[src/rtl/fbf_pkg.sv]
package fbf_pkg;
    localparam int DW   = 16;
    localparam int FRAC = DW - 1;
    localparam int NTAP = 4;
    localparam int HDEP = NTAP - 1;
    localparam int PW   = 2 * DW;
    localparam int AW   = PW + 2;

    typedef enum logic [1:0] {
        OP_FIR  = 2'd0,
        OP_CMUL = 2'd1,
        OP_BFLY = 2'd2,
        OP_NOP  = 2'd3
    } fbf_op_e;

    typedef struct packed {
        logic signed [DW-1:0] re;
        logic signed [DW-1:0] im;
    } cplx_t;

    typedef struct packed {
        logic  vld;
        cplx_t r0;
        cplx_t r1;
    } fbf_out_t;

    localparam logic signed [AW:0] RHALF = (AW+1)'(2 ** (FRAC - 1));

    // Round half up at bit FRAC, then clip to DW bits.
    function automatic logic signed [DW-1:0] rnd_sat(input logic signed [AW-1:0] acc);
        logic signed [AW:0] t;
        t = $signed({acc[AW-1], acc}) + RHALF;
        t = t >>> FRAC;
        if ((t[AW:DW-1] == '0) || (t[AW:DW-1] == '1))
            rnd_sat = t[DW-1:0];
        else
            rnd_sat = t[AW] ? {1'b1, {(DW-1){1'b0}}} : {1'b0, {(DW-1){1'b1}}};
    endfunction

    function automatic logic signed [DW-1:0] add_sat(input logic signed [DW-1:0] a,
                                                     input logic signed [DW-1:0] b,
                                                     input logic sub);
        logic signed [DW:0] s;
        if (sub)
            s = $signed({a[DW-1], a}) - $signed({b[DW-1], b});
        else
            s = $signed({a[DW-1], a}) + $signed({b[DW-1], b});
        if (s[DW] != s[DW-1])
            add_sat = s[DW] ? {1'b1, {(DW-1){1'b0}}} : {1'b0, {(DW-1){1'b1}}};
        else
            add_sat = s[DW-1:0];
    endfunction
endpackage

[src/rtl/fbf_mul4.sv]
module fbf_mul4 #(
    parameter int NMUL = 4,
    parameter int IW   = 16,
    localparam int OW  = 2 * IW
) (
    input  logic signed [IW-1:0] a_i [NMUL],
    input  logic signed [IW-1:0] b_i [NMUL],
    output logic signed [OW-1:0] p_o [NMUL]
);
    for (genvar g = 0; g < NMUL; g++) begin : g_mul
        assign p_o[g] = OW'(a_i[g]) * OW'(b_i[g]);
    end
endmodule

[src/rtl/fbf_hist.sv]
module fbf_hist #(
    parameter int NHIST = 4,
    parameter int DEPTH = 3,
    parameter int SW    = 16,
    localparam int XW   = $clog2(NHIST)
) (
    input  logic                            clk,
    input  logic                            rst_n,
    input  logic [XW-1:0]                   rd_idx_i,
    output logic [DEPTH-1:0][SW-1:0]        rd_hist_o,
    input  logic                            wr_en_i,
    input  logic [XW-1:0]                   wr_idx_i,
    input  logic [SW-1:0]                   wr_smp_i
);
    logic [NHIST-1:0][DEPTH-1:0][SW-1:0] hist_d, hist_q;

    always_comb begin
        hist_d = hist_q;
        if (wr_en_i) begin
            hist_d[wr_idx_i][0] = wr_smp_i;
            for (int k = 1; k < DEPTH; k++)
                hist_d[wr_idx_i][k] = hist_q[wr_idx_i][k-1];
        end
    end

    always_ff @(posedge clk) begin
        if (!rst_n) hist_q <= '0;
        else        hist_q <= hist_d;
    end

    assign rd_hist_o = hist_q[rd_idx_i];

    // without a write, no history changes
    p_hist_keep_r6: assert property (@(posedge clk) disable iff (!rst_n)
        !wr_en_i |=> $stable(hist_q));

    // a write puts the new sample at the head of the chosen history
    p_hist_head_r5: assert property (@(posedge clk) disable iff (!rst_n)
        wr_en_i |=> hist_q[$past(wr_idx_i)][0] == $past(wr_smp_i));
endmodule

[src/rtl/fbf_alu.sv]
module fbf_alu
    import fbf_pkg::*;
#(
    parameter int NHIST = 4,
    localparam int SXW  = $clog2(NHIST)
) (
    input  logic                 clk,
    input  logic                 rst_n,
    input  logic                 op_vld_i,
    output logic                 op_rdy_o,
    input  logic [1:0]           op_code_i,
    input  logic [SXW-1:0]       op_sidx_i,
    input  logic                 x_vld_i,
    output logic                 x_rdy_o,
    input  logic signed [DW-1:0] x_re_i,
    input  logic signed [DW-1:0] x_im_i,
    input  logic                 y_vld_i,
    output logic                 y_rdy_o,
    input  logic signed [DW-1:0] y_re_i,
    input  logic signed [DW-1:0] y_im_i,
    input  logic                 w_vld_i,
    output logic                 w_rdy_o,
    input  logic signed [DW-1:0] w_re_i,
    input  logic signed [DW-1:0] w_im_i,
    output logic                 res_vld_o,
    input  logic                 res_rdy_i,
    output logic signed [DW-1:0] r0_re_o,
    output logic signed [DW-1:0] r0_im_o,
    output logic signed [DW-1:0] r1_re_o,
    output logic signed [DW-1:0] r1_im_o
);
    fbf_op_e                  opc;
    logic                     need_x, need_y, need_w, fire;
    cplx_t                    src, tw;
    logic signed [DW-1:0]     ma [NTAP];
    logic signed [DW-1:0]     mb [NTAP];
    logic signed [PW-1:0]     mp [NTAP];
    logic [HDEP-1:0][DW-1:0]  hist_rd;
    logic signed [AW-1:0]     fir_acc, c_re, c_im;
    cplx_t                    tprod;
    fbf_out_t                 st_d, st_q;

    fbf_mul4 #(.NMUL(NTAP), .IW(DW)) u_mul (
        .a_i (ma),
        .b_i (mb),
        .p_o (mp)
    );

    fbf_hist #(.NHIST(NHIST), .DEPTH(HDEP), .SW(DW)) u_hist (
        .clk       (clk),
        .rst_n     (rst_n),
        .rd_idx_i  (op_sidx_i),
        .rd_hist_o (hist_rd),
        .wr_en_i   (fire && (opc == OP_FIR)),
        .wr_idx_i  (op_sidx_i),
        .wr_smp_i  (x_re_i)
    );

    always_comb begin
        opc    = fbf_op_e'(op_code_i);
        need_x = (opc != OP_NOP);
        need_y = (opc == OP_FIR) || (opc == OP_BFLY);
        need_w = (opc != OP_NOP);
        fire   = op_vld_i && (!need_x || x_vld_i) && (!need_y || y_vld_i)
                 && (!need_w || w_vld_i) && res_rdy_i;

        tw.re = w_re_i;
        tw.im = w_im_i;
        if (opc == OP_BFLY) begin
            src.re = y_re_i;
            src.im = y_im_i;
        end else begin
            src.re = x_re_i;
            src.im = x_im_i;
        end

        // Operand routing onto the shared multiplier array
        if (opc == OP_FIR) begin
            ma[0] = x_re_i;
            for (int k = 1; k < NTAP; k++) ma[k] = $signed(hist_rd[k-1]);
            mb[0] = y_re_i;
            mb[1] = y_im_i;
            mb[2] = w_re_i;
            mb[3] = w_im_i;
        end else begin
            ma[0] = src.re;  mb[0] = tw.re;
            ma[1] = src.im;  mb[1] = tw.im;
            ma[2] = src.re;  mb[2] = tw.im;
            ma[3] = src.im;  mb[3] = tw.re;
        end

        fir_acc = '0;
        for (int k = 0; k < NTAP; k++) fir_acc = fir_acc + AW'(mp[k]);
        c_re     = AW'(mp[0]) - AW'(mp[1]);
        c_im     = AW'(mp[2]) + AW'(mp[3]);
        tprod.re = rnd_sat(c_re);
        tprod.im = rnd_sat(c_im);

        st_d = st_q;
        if (fire) begin
            st_d.vld = 1'b1;
            st_d.r0  = '0;
            st_d.r1  = '0;
            unique case (opc)
                OP_FIR:  st_d.r0.re = rnd_sat(fir_acc);
                OP_CMUL: st_d.r0    = tprod;
                OP_BFLY: begin
                    st_d.r0.re = add_sat(x_re_i, tprod.re, 1'b0);
                    st_d.r0.im = add_sat(x_im_i, tprod.im, 1'b0);
                    st_d.r1.re = add_sat(x_re_i, tprod.re, 1'b1);
                    st_d.r1.im = add_sat(x_im_i, tprod.im, 1'b1);
                end
                default: ;
            endcase
        end else if (res_rdy_i) begin
            st_d.vld = 1'b0;
        end
    end

    always_ff @(posedge clk) begin
        if (!rst_n) st_q <= '0;
        else        st_q <= st_d;
    end

    assign op_rdy_o  = fire;
    assign x_rdy_o   = fire && need_x;
    assign y_rdy_o   = fire && need_y;
    assign w_rdy_o   = fire && need_w;
    assign res_vld_o = st_q.vld;
    assign r0_re_o   = st_q.r0.re;
    assign r0_im_o   = st_q.r0.im;
    assign r1_re_o   = st_q.r1.re;
    assign r1_im_o   = st_q.r1.im;

    // a stalled result stays put
    p_hold_r9: assert property (@(posedge clk) disable iff (!rst_n)
        (res_vld_o && !res_rdy_i) |=> (res_vld_o && $stable({r0_re_o, r0_im_o, r1_re_o, r1_im_o})));

    // nothing is consumed while the consumer is busy
    p_stall_r9: assert property (@(posedge clk) disable iff (!rst_n)
        !res_rdy_i |-> !(op_rdy_o || x_rdy_o || y_rdy_o || w_rdy_o));

    // a real operation consumes only present tokens
    p_need_r7: assert property (@(posedge clk) disable iff (!rst_n)
        (op_rdy_o && op_code_i != 2'd3) |-> (op_vld_i && x_vld_i && w_vld_i));

    // complex multiply leaves y alone
    p_cmul_y_r8: assert property (@(posedge clk) disable iff (!rst_n)
        (op_rdy_o && op_code_i == 2'd1) |-> !y_rdy_o);

    // a firing yields a valid result next cycle
    p_lat_r10: assert property (@(posedge clk) disable iff (!rst_n)
        op_rdy_o |=> res_vld_o);
endmodule

[config.mk]
export PLATFORM = sky130hd
export DESIGN_NAME = fbf_alu
export DESIGN_NICKNAME = d
export VERILOG_FILES = /design/src/rtl/fbf_pkg.sv /design/src/rtl/fbf_mul4.sv /design/src/rtl/fbf_hist.sv /design/src/rtl/fbf_alu.sv
export SDC_FILE = /design/constraint.sdc
export NUM_CORES = 2
export LEC_CHECK = 0
export BUFFER_PORTS_ARGS = -buffer_cell sky130_fd_sc_hd__buf_4
export CORE_ASPECT_RATIO = 0.5
export CORE_MARGIN = 1.5
export CORE_UTILIZATION = 35
export CTS_CLUSTER_SIZE = 14
export DETAILED_ROUTE_END_ITERATION = 12
export PLACE_DENSITY = 0.62
export SETUP_SLACK_MARGIN = 0.2
export SYNTH_ARGS = -nofsm -noshare
export SYNTH_HDL_FRONTEND = slang
export SYNTH_SLANG_ARGS = --single-unit
[constraint.sdc]
create_clock -name clk -period 42.3 [get_ports clk]
set_clock_uncertainty 0.05 [all_clocks]
set_input_delay 6.345 -clock clk [delete_from_list [all_inputs] [get_ports clk]]
set_output_delay 6.345 -clock clk [all_outputs]
set_load 0.005 [all_outputs]
* Yosys cells after proc, flatten, opt, wreduce, memory -nomap -nowiden
Index checks and enable logic that the tools add are counted.
** Cells by class
- $add $sub $neg :: 12
- Multiply operators :: 4
- Div/mod/pow operators :: 0
- Order comparisons :: 2
- Eq/ne operators :: 10
- Shift operators :: 0
- Multiplexer cells :: 41
- Bitwise logic cells :: 0
- Reduce and logical (&&, ||, !) cells :: 22
** Operators by type and width (count)
- $bwmux W192 :: 3
- $demux W48 S2 :: 3
- $mux W16 :: 15
- $mux W17 :: 8
- $mul A16 B16 Y32 :: 4
- $mux W64 :: 2
- $bmux W48 S2 :: 1
- $mux W32 :: 3
- $mux W48 :: 2
- $add A33 B16 Y34 const B :: 2
- $add A32 B32 Y33 :: 2
- $eq A20 B20 Y1 const B :: 3
- $logic_not A20 Y1 :: 3
- $pmux W16 S3 :: 1
- $add A34 B16 Y35 const B :: 1
- $add A16 B16 Y17 :: 2
- $add A33 B32 Y34 :: 1
- $add A34 B32 Y34 :: 1
- $sub A16 B16 Y17 :: 2
- $sub A32 B32 Y33 :: 1
- $pmux W16 S2 :: 1
- $logic_and A1 B1 Y1 :: 8
- $logic_or A1 B1 Y1 :: 7
- $ne A1 B1 Y1 :: 4
- 9 further kinds :: 11
** Storage, ports and cells
- Register bits after elaboration :: 257
- Latch bits :: 0
- Memory bits (writable) :: 0
- Memory bits (read-only) :: 0
- Input bits :: 107
- Output and inout bits :: 69
- Logic and storage cells :: 108
- Memories :: 0

* Longest topological paths before layout
- Depth after elaboration :: 15
- Mapped depth :: 67
- Depth with buffers taken out :: 59

* By module
A second synthesis with hierarchy kept.
** Unflattened totals
- Cell total of the unflattened synthesis :: 7150
- Area total of the unflattened synthesis :: 62915.3 µm²
** Modules (own cells, without submodules)
- fbf_mul4 :: times used 1, cells each 4388, area an instance 39565.4 µm², seq. area each 0.0 µm²
- fbf_alu :: times used 1, cells each 2065, area an instance 15406.0 µm², seq. area each 1301.2 µm²
- fbf_hist :: times used 1, cells each 697, area an instance 7943.9 µm², seq. area each 3843.7 µm²

* Worst setup path before layout
Ideal clock, no wire load.
- Kind :: input port to flip-flop
- Start point :: input port op_sidx_i[1]
- End point :: register st_q (netlist bit r1_im_o[10])
- Library setup time :: 76 ps
- Arrival :: 19725 ps
- Data required time :: 42174 ps
- Slack :: 22449 ps
- Stages on the path :: 59
- Path buffers :: 6
- Cell sequence :: clkbuf_1 -> clkbuf_1 -> buf_1 -> mux4_2 -> nand2_1 -> o21a_1 -> nor2_1 -> fa_1 -> inv_1 -> fa_1 -> fa_1 -> inv_1 -> fa_1 -> fa_1 -> inv_1 -> fa_1 -> inv_1 -> ha_1 -> [... 23 more ...] -> o21bai_1 -> a21oi_1 -> o21bai_1 -> a21o_1 -> a21oi_1 -> o41ai_1 -> o41ai_1 -> o31ai_1 -> a21oi_1 -> o21ba_2 -> xor2_1 -> ha_1 -> nor4b_1 -> o21ai_0 -> and4_1 -> clkbuf_1 -> o21ai_0 -> a21boi_0
** Between the ends
- Cells in the longest elaborated chain, start to end :: 15
- Elaborated cells on any way between the ends :: 19
- Classes of those cells :: add/sub: 3; mul: 2; eq/ne: 2; mux: 10; reduce/logical: 2
** RTL lines
- start: declaration :: RTL line fbf_alu.sv:12 : input logic [SXW-1:0] op_sidx_i,
- $bmux W48 S2 * :: RTL line fbf_hist.sv:31 : assign rd_hist_o = hist_q[rd_idx_i];
- $mux W48 *
- $mux W64 * :: RTL line fbf_alu.sv:78 : if (opc == OP_FIR) begin
- $mul A16 B16 Y32 :: RTL line fbf_mul4.sv:11 : assign p_o[g] = OW'(a_i[g]) * OW'(b_i[g]);
- $add A32 B32 Y33 * :: RTL line fbf_alu.sv:95 : c_im = AW'(mp[2]) + AW'(mp[3]);
- $add A33 B16 Y34 * :: RTL line fbf_pkg.sv:32 : t = $signed({acc[AW-1], acc}) + RHALF;
- $eq A20 B20 Y1 or $logic_not A20 Y1 (tied branches) :: RTL line fbf_pkg.sv:34 : if ((t[AW:DW-1] == '0) || (t[AW:DW-1] == '1))
- $logic_or A1 B1 Y1 :: RTL line fbf_pkg.sv:34
- $mux W16 * :: RTL line fbf_pkg.sv:34
- $sub A16 B16 Y17 * :: RTL line fbf_pkg.sv:45 : s = $signed({a[DW-1], a}) - $signed({b[DW-1], b});
- $mux W17 * :: RTL line fbf_alu.sv:104 : unique case (opc)
- $mux W17 * :: RTL line fbf_alu.sv:100 : if (fire) begin
- $mux W16 or $ne A1 B1 Y1 (tied branches) :: RTL line fbf_pkg.sv:49, fbf_pkg.sv:48
- $mux W16 * :: RTL line fbf_pkg.sv:48 : if (s[DW] != s[DW-1])
- $mux W32 * :: RTL line fbf_alu.sv:104
- end signal: assignment :: RTL line fbf_alu.sv:122 : else st_q <= st_d;
- end: declaration :: RTL line fbf_alu.sv:41 : fbf_out_t st_d, st_q;
Mark *: on every way between the ends. The rest lies on a longest branch, timed or not. The select of a mux whose other input is x is not followed.
A chain may end at the register's enable or synchronous reset.

* Worst setup path after layout
- Start point :: input port op_code_i[0]
- End point :: register st_q (netlist bit r1_im_o[2])
** Between the ends
- Cells in the longest elaborated chain, start to end :: 15
- Elaborated cells on any way between the ends :: 32
- Classes of those cells :: add/sub: 3; mul: 2; eq/ne: 4; mux: 10; reduce/logical: 13
** RTL lines
- start: declaration :: RTL line fbf_alu.sv:11 : input logic [1:0] op_code_i,
- $eq A2 B2 Y1 :: RTL line fbf_alu.sv:62, fbf_alu.sv:69, fbf_alu.sv:104
- $mux W32 :: RTL line fbf_alu.sv:69 : if (opc == OP_BFLY) begin
- $mux W64 :: RTL line fbf_alu.sv:78
- $mul A16 B16 Y32 :: RTL line fbf_mul4.sv:11
- $add A32 B32 Y33 :: RTL line fbf_alu.sv:95
- $add A33 B16 Y34 :: RTL line fbf_pkg.sv:32
- $eq A20 B20 Y1 or $logic_not A20 Y1 (tied branches) :: RTL line fbf_pkg.sv:34
- $logic_or A1 B1 Y1 :: RTL line fbf_pkg.sv:34
- $mux W16 :: RTL line fbf_pkg.sv:34
- $sub A16 B16 Y17 :: RTL line fbf_pkg.sv:45
- $mux W17 :: RTL line fbf_alu.sv:104
- $mux W17 :: RTL line fbf_alu.sv:100
- $mux W16 or $ne A1 B1 Y1 (tied branches) :: RTL line fbf_pkg.sv:49, fbf_pkg.sv:48
- $mux W16 :: RTL line fbf_pkg.sv:48
- $mux W32 :: RTL line fbf_alu.sv:104
Several ways; a longest one is shown, not always the timed one. The select of a mux whose other input is x is not followed.

==> metrics.yaml <==
drt:
  num_vias: 51418
  drt-pass1-iter-count: 6
  wl_um: 225000
  vias_per_cell: 5.27
  ant_nets: 0
  drc: 0
  drt-wirelength-per-cell_um: 23.1
  drt_iter0_markers: 4674
synth:
  synth.most_common_cell: "inv_1"
  ys_ff_latch: 257
  synthesis.nets: 9130
  synth_edf_count: 0
  yosys.area.top_type: "fa_1"
  synth_ff_type: "dfxtp_1"
  synth_seq_area_share_pct: 8.25
  synth_area_leaders: "fa_1 36%, ha_1 12%, inv_1 8.7%"
  ys_top_cells_by_count: "1445 x inv_1, 1116 x fa_1, 1093 x nand2_1"
  synth_cells: 7319
  avgSynthCellArea_um2: 8.52
  ys_async_sr_fraction_pct: 0
  ys.warnings.count: 0
  synth.distinct_cells: 98
  mappedNetlistArea_um2: 62300
  synth_top_area_share_pct: 35.8
clock_tree:
  cts_resized: 0
  cts_tree: "built"
  cts_buffer_depth: 3
  htreeDepth: 1
  cts.root.buffer_cell: "clkbuf_16"
  numCtsBuffers: 24
  cts_hold_buf: 0
  clkSinkCount: 257
  clk_pin_slew_worst_paths_ns: 0.07
  clk_latency_ns: 0.55
  cts_setup_buffers: 0
timing:
  max_freq_mhz: 43.9
  final-max-slew-violation-count: 0
  fin_crit_sh_pct: 53.9
  relSlewSlack_pct: 2.19
  setup_viol: 0
  finalCriticalPeriod_ns: 22.79
  hold_viol: 0
  tns_ns: 0
  grt_setup_unrepaired: "false"
  worst_pin_slew_ns: 1.46
outcome:
  status: "finished clean"
global_route:
  track_usage_pct: 25.0
  antenna_found_initial: 19
  grt_pass1_wl_um: 335000
  grt_pass1_vias: 52011
  grt_max_degree: 193
  grt_overflow: 0
critical_path:
  slowest_stage: "mux2i_1"
  endpoint_kind: "register"
  cp_max_fo: 27
  slowest_delay_ns: 0.84
  cp-start-kind: "input pin"
  critical_path_arrival_ns: 23.21
  worstSetupPathType: "input pin to register"
  required_ns: 42.72
final_layout:
  area_growth_pct: 7.61
  final_nets: 9160
  fillers: 18290
  drive_gt1_share_pct: 6.55
  regArea_um2: 5140
  multiInputGateArea_um2: 50800
place:
  port_buffers: 175
  dp_hpwl_um: 189000
  place_congestion: 1.03
floorplanning:
  core_um2: 177000
  rows: 109
  die_area_um2: 181000
  die_w_um: 600
  ioPinCount: 176
  start_util_pct: 35.3
  die_y_um: 301
min_path:
  hold_class: "register to register"
job:
  maxCapViolations: 0
-- critical path: cells and delay by family --
family,cells,cell delay (ns)
compound gates,27,7.45
fa+ha+maj,12,5.16
buf+inv,8,1.21
simple gates,6,1.21
xor+xnor,3,0.91
mux,1,0.84
-- sequential cells by signal, indices dropped and copies added (netlist names) --
name,flops
u_hist.hist_q,192
r1_im_o,16
r0_re_o,16
r0_im_o,16
r1_re_o,16
res_vld_o,1
-- layout by cell type, fill, tap and decap left out, drive strengths merged, types with 8 or more instances in the layout --
master | synthesis | layout
o31ai | 17 | 17
o21ai | 198 | 198
and2 | 30 | 30
fa | 1116 | 1116
mux4 | 48 | 48
a31oi | 23 | 23
a211o | 8 | 8
nand4 | 20 | 20
buf | 44 | 255
nand2 | 1093 | 1093
or2 | 18 | 18
o21a | 38 | 38
mux2 | 55 | 55
mux2i | 99 | 99
o21bai | 35 | 35
nor2 | 690 | 690
nand3 | 36 | 36
clkbuf | 207 | 31
xor2 | 86 | 86
nor4 | 9 | 9
a21boi | 219 | 219
a21o | 111 | 111
nand2b | 65 | 65
and3 | 29 | 29
nor2b | 41 | 41
dfxtp | 257 | 257
ha | 588 | 588
nor3b | 8 | 8
or3 | 21 | 21
diode | 0 | 12
xnor2 | 160 | 160
a211oi | 39 | 39
nor3 | 38 | 38
inv | 1454 | 1454
a21oi | 261 | 261
o211ai | 37 | 37
-- final timing paths --
check | startpoint | to | slack, ns | depth (start not counted)
max | op_code_i[0] | r1_im_o[2] | 19.51 | 57
min | r1_re_o[6] | r1_re_o[6] | 0.40 | 2
max reg2reg | u_hist.hist_q[73] | r1_im_o[2] | 26.70 | 50
min reg2reg | r1_re_o[6] | r1_re_o[6] | 0.40 | 2
-- layout make-up --
| class | count | share of cell area (%) |
|---|---|---|
| Antenna cell | 12 | 0.0448 |
| Clock buffer | 31 | 1.01 |
| Clock inverter | 7 | 0.101 |
| Inverter | 1455 | 8.14 |
| Multi-Input combinational cell | 5356 | 75.7 |
| Sequential cell | 257 | 7.67 |
| Tap cell | 2386 | 4.45 |
| Timing Repair Buffer | 255 | 2.87 |
-- metrics by stage --
| step | util (%) | cell area [um2] | instances | hold slack [ns] | setup WS [ns] |
|---|---|---|---|---|---|
| 2_1_floorplan | - | 62300 | 7319 | 0.390 | 22.45 |
| 3_3_place_gp | 37.5 | 66300 | 9709 | 0.388 | 19.53 |
| 3_5_place_dp | 37.5 | 66300 | 9709 | 0.395 | 19.37 |
| 4_1_cts | 37.9 | 67000 | 9747 | 0.410 | 19.90 |
| 5_1_grt | 37.9 | 67100 | 9749 | 0.428 | 18.63 |
| 6_report | 38.0 | 67100 | 9759 | 0.402 | 19.51 |
-- cell families after synthesis --
kind of cell	after synthesis	share of synthesized area (%)
compound gates	1077	11.7
xor+xnor	246	3.47
fa+ha+maj	1709	47.7
simple gates	2122	14.1
flops	257	8.25
buf+inv	1706	10.4
mux	202	4.36
-- metal layers --
metal | vias to the layer above | track usage (%) | routed length, um
li1 | 22889 | - | -
met3 | 434 | 4.70 | 20200
met4 | 14 | 9.69 | 10400
met2 | 2168 | 39.1 | 99600
met5 | - | 0 | 89
met1 | 25913 | 34.2 | 95000
Power is left out: the tool's default activity adds up to more than one toggle a clock period on the data nets, which glitch-free logic cannot reach.
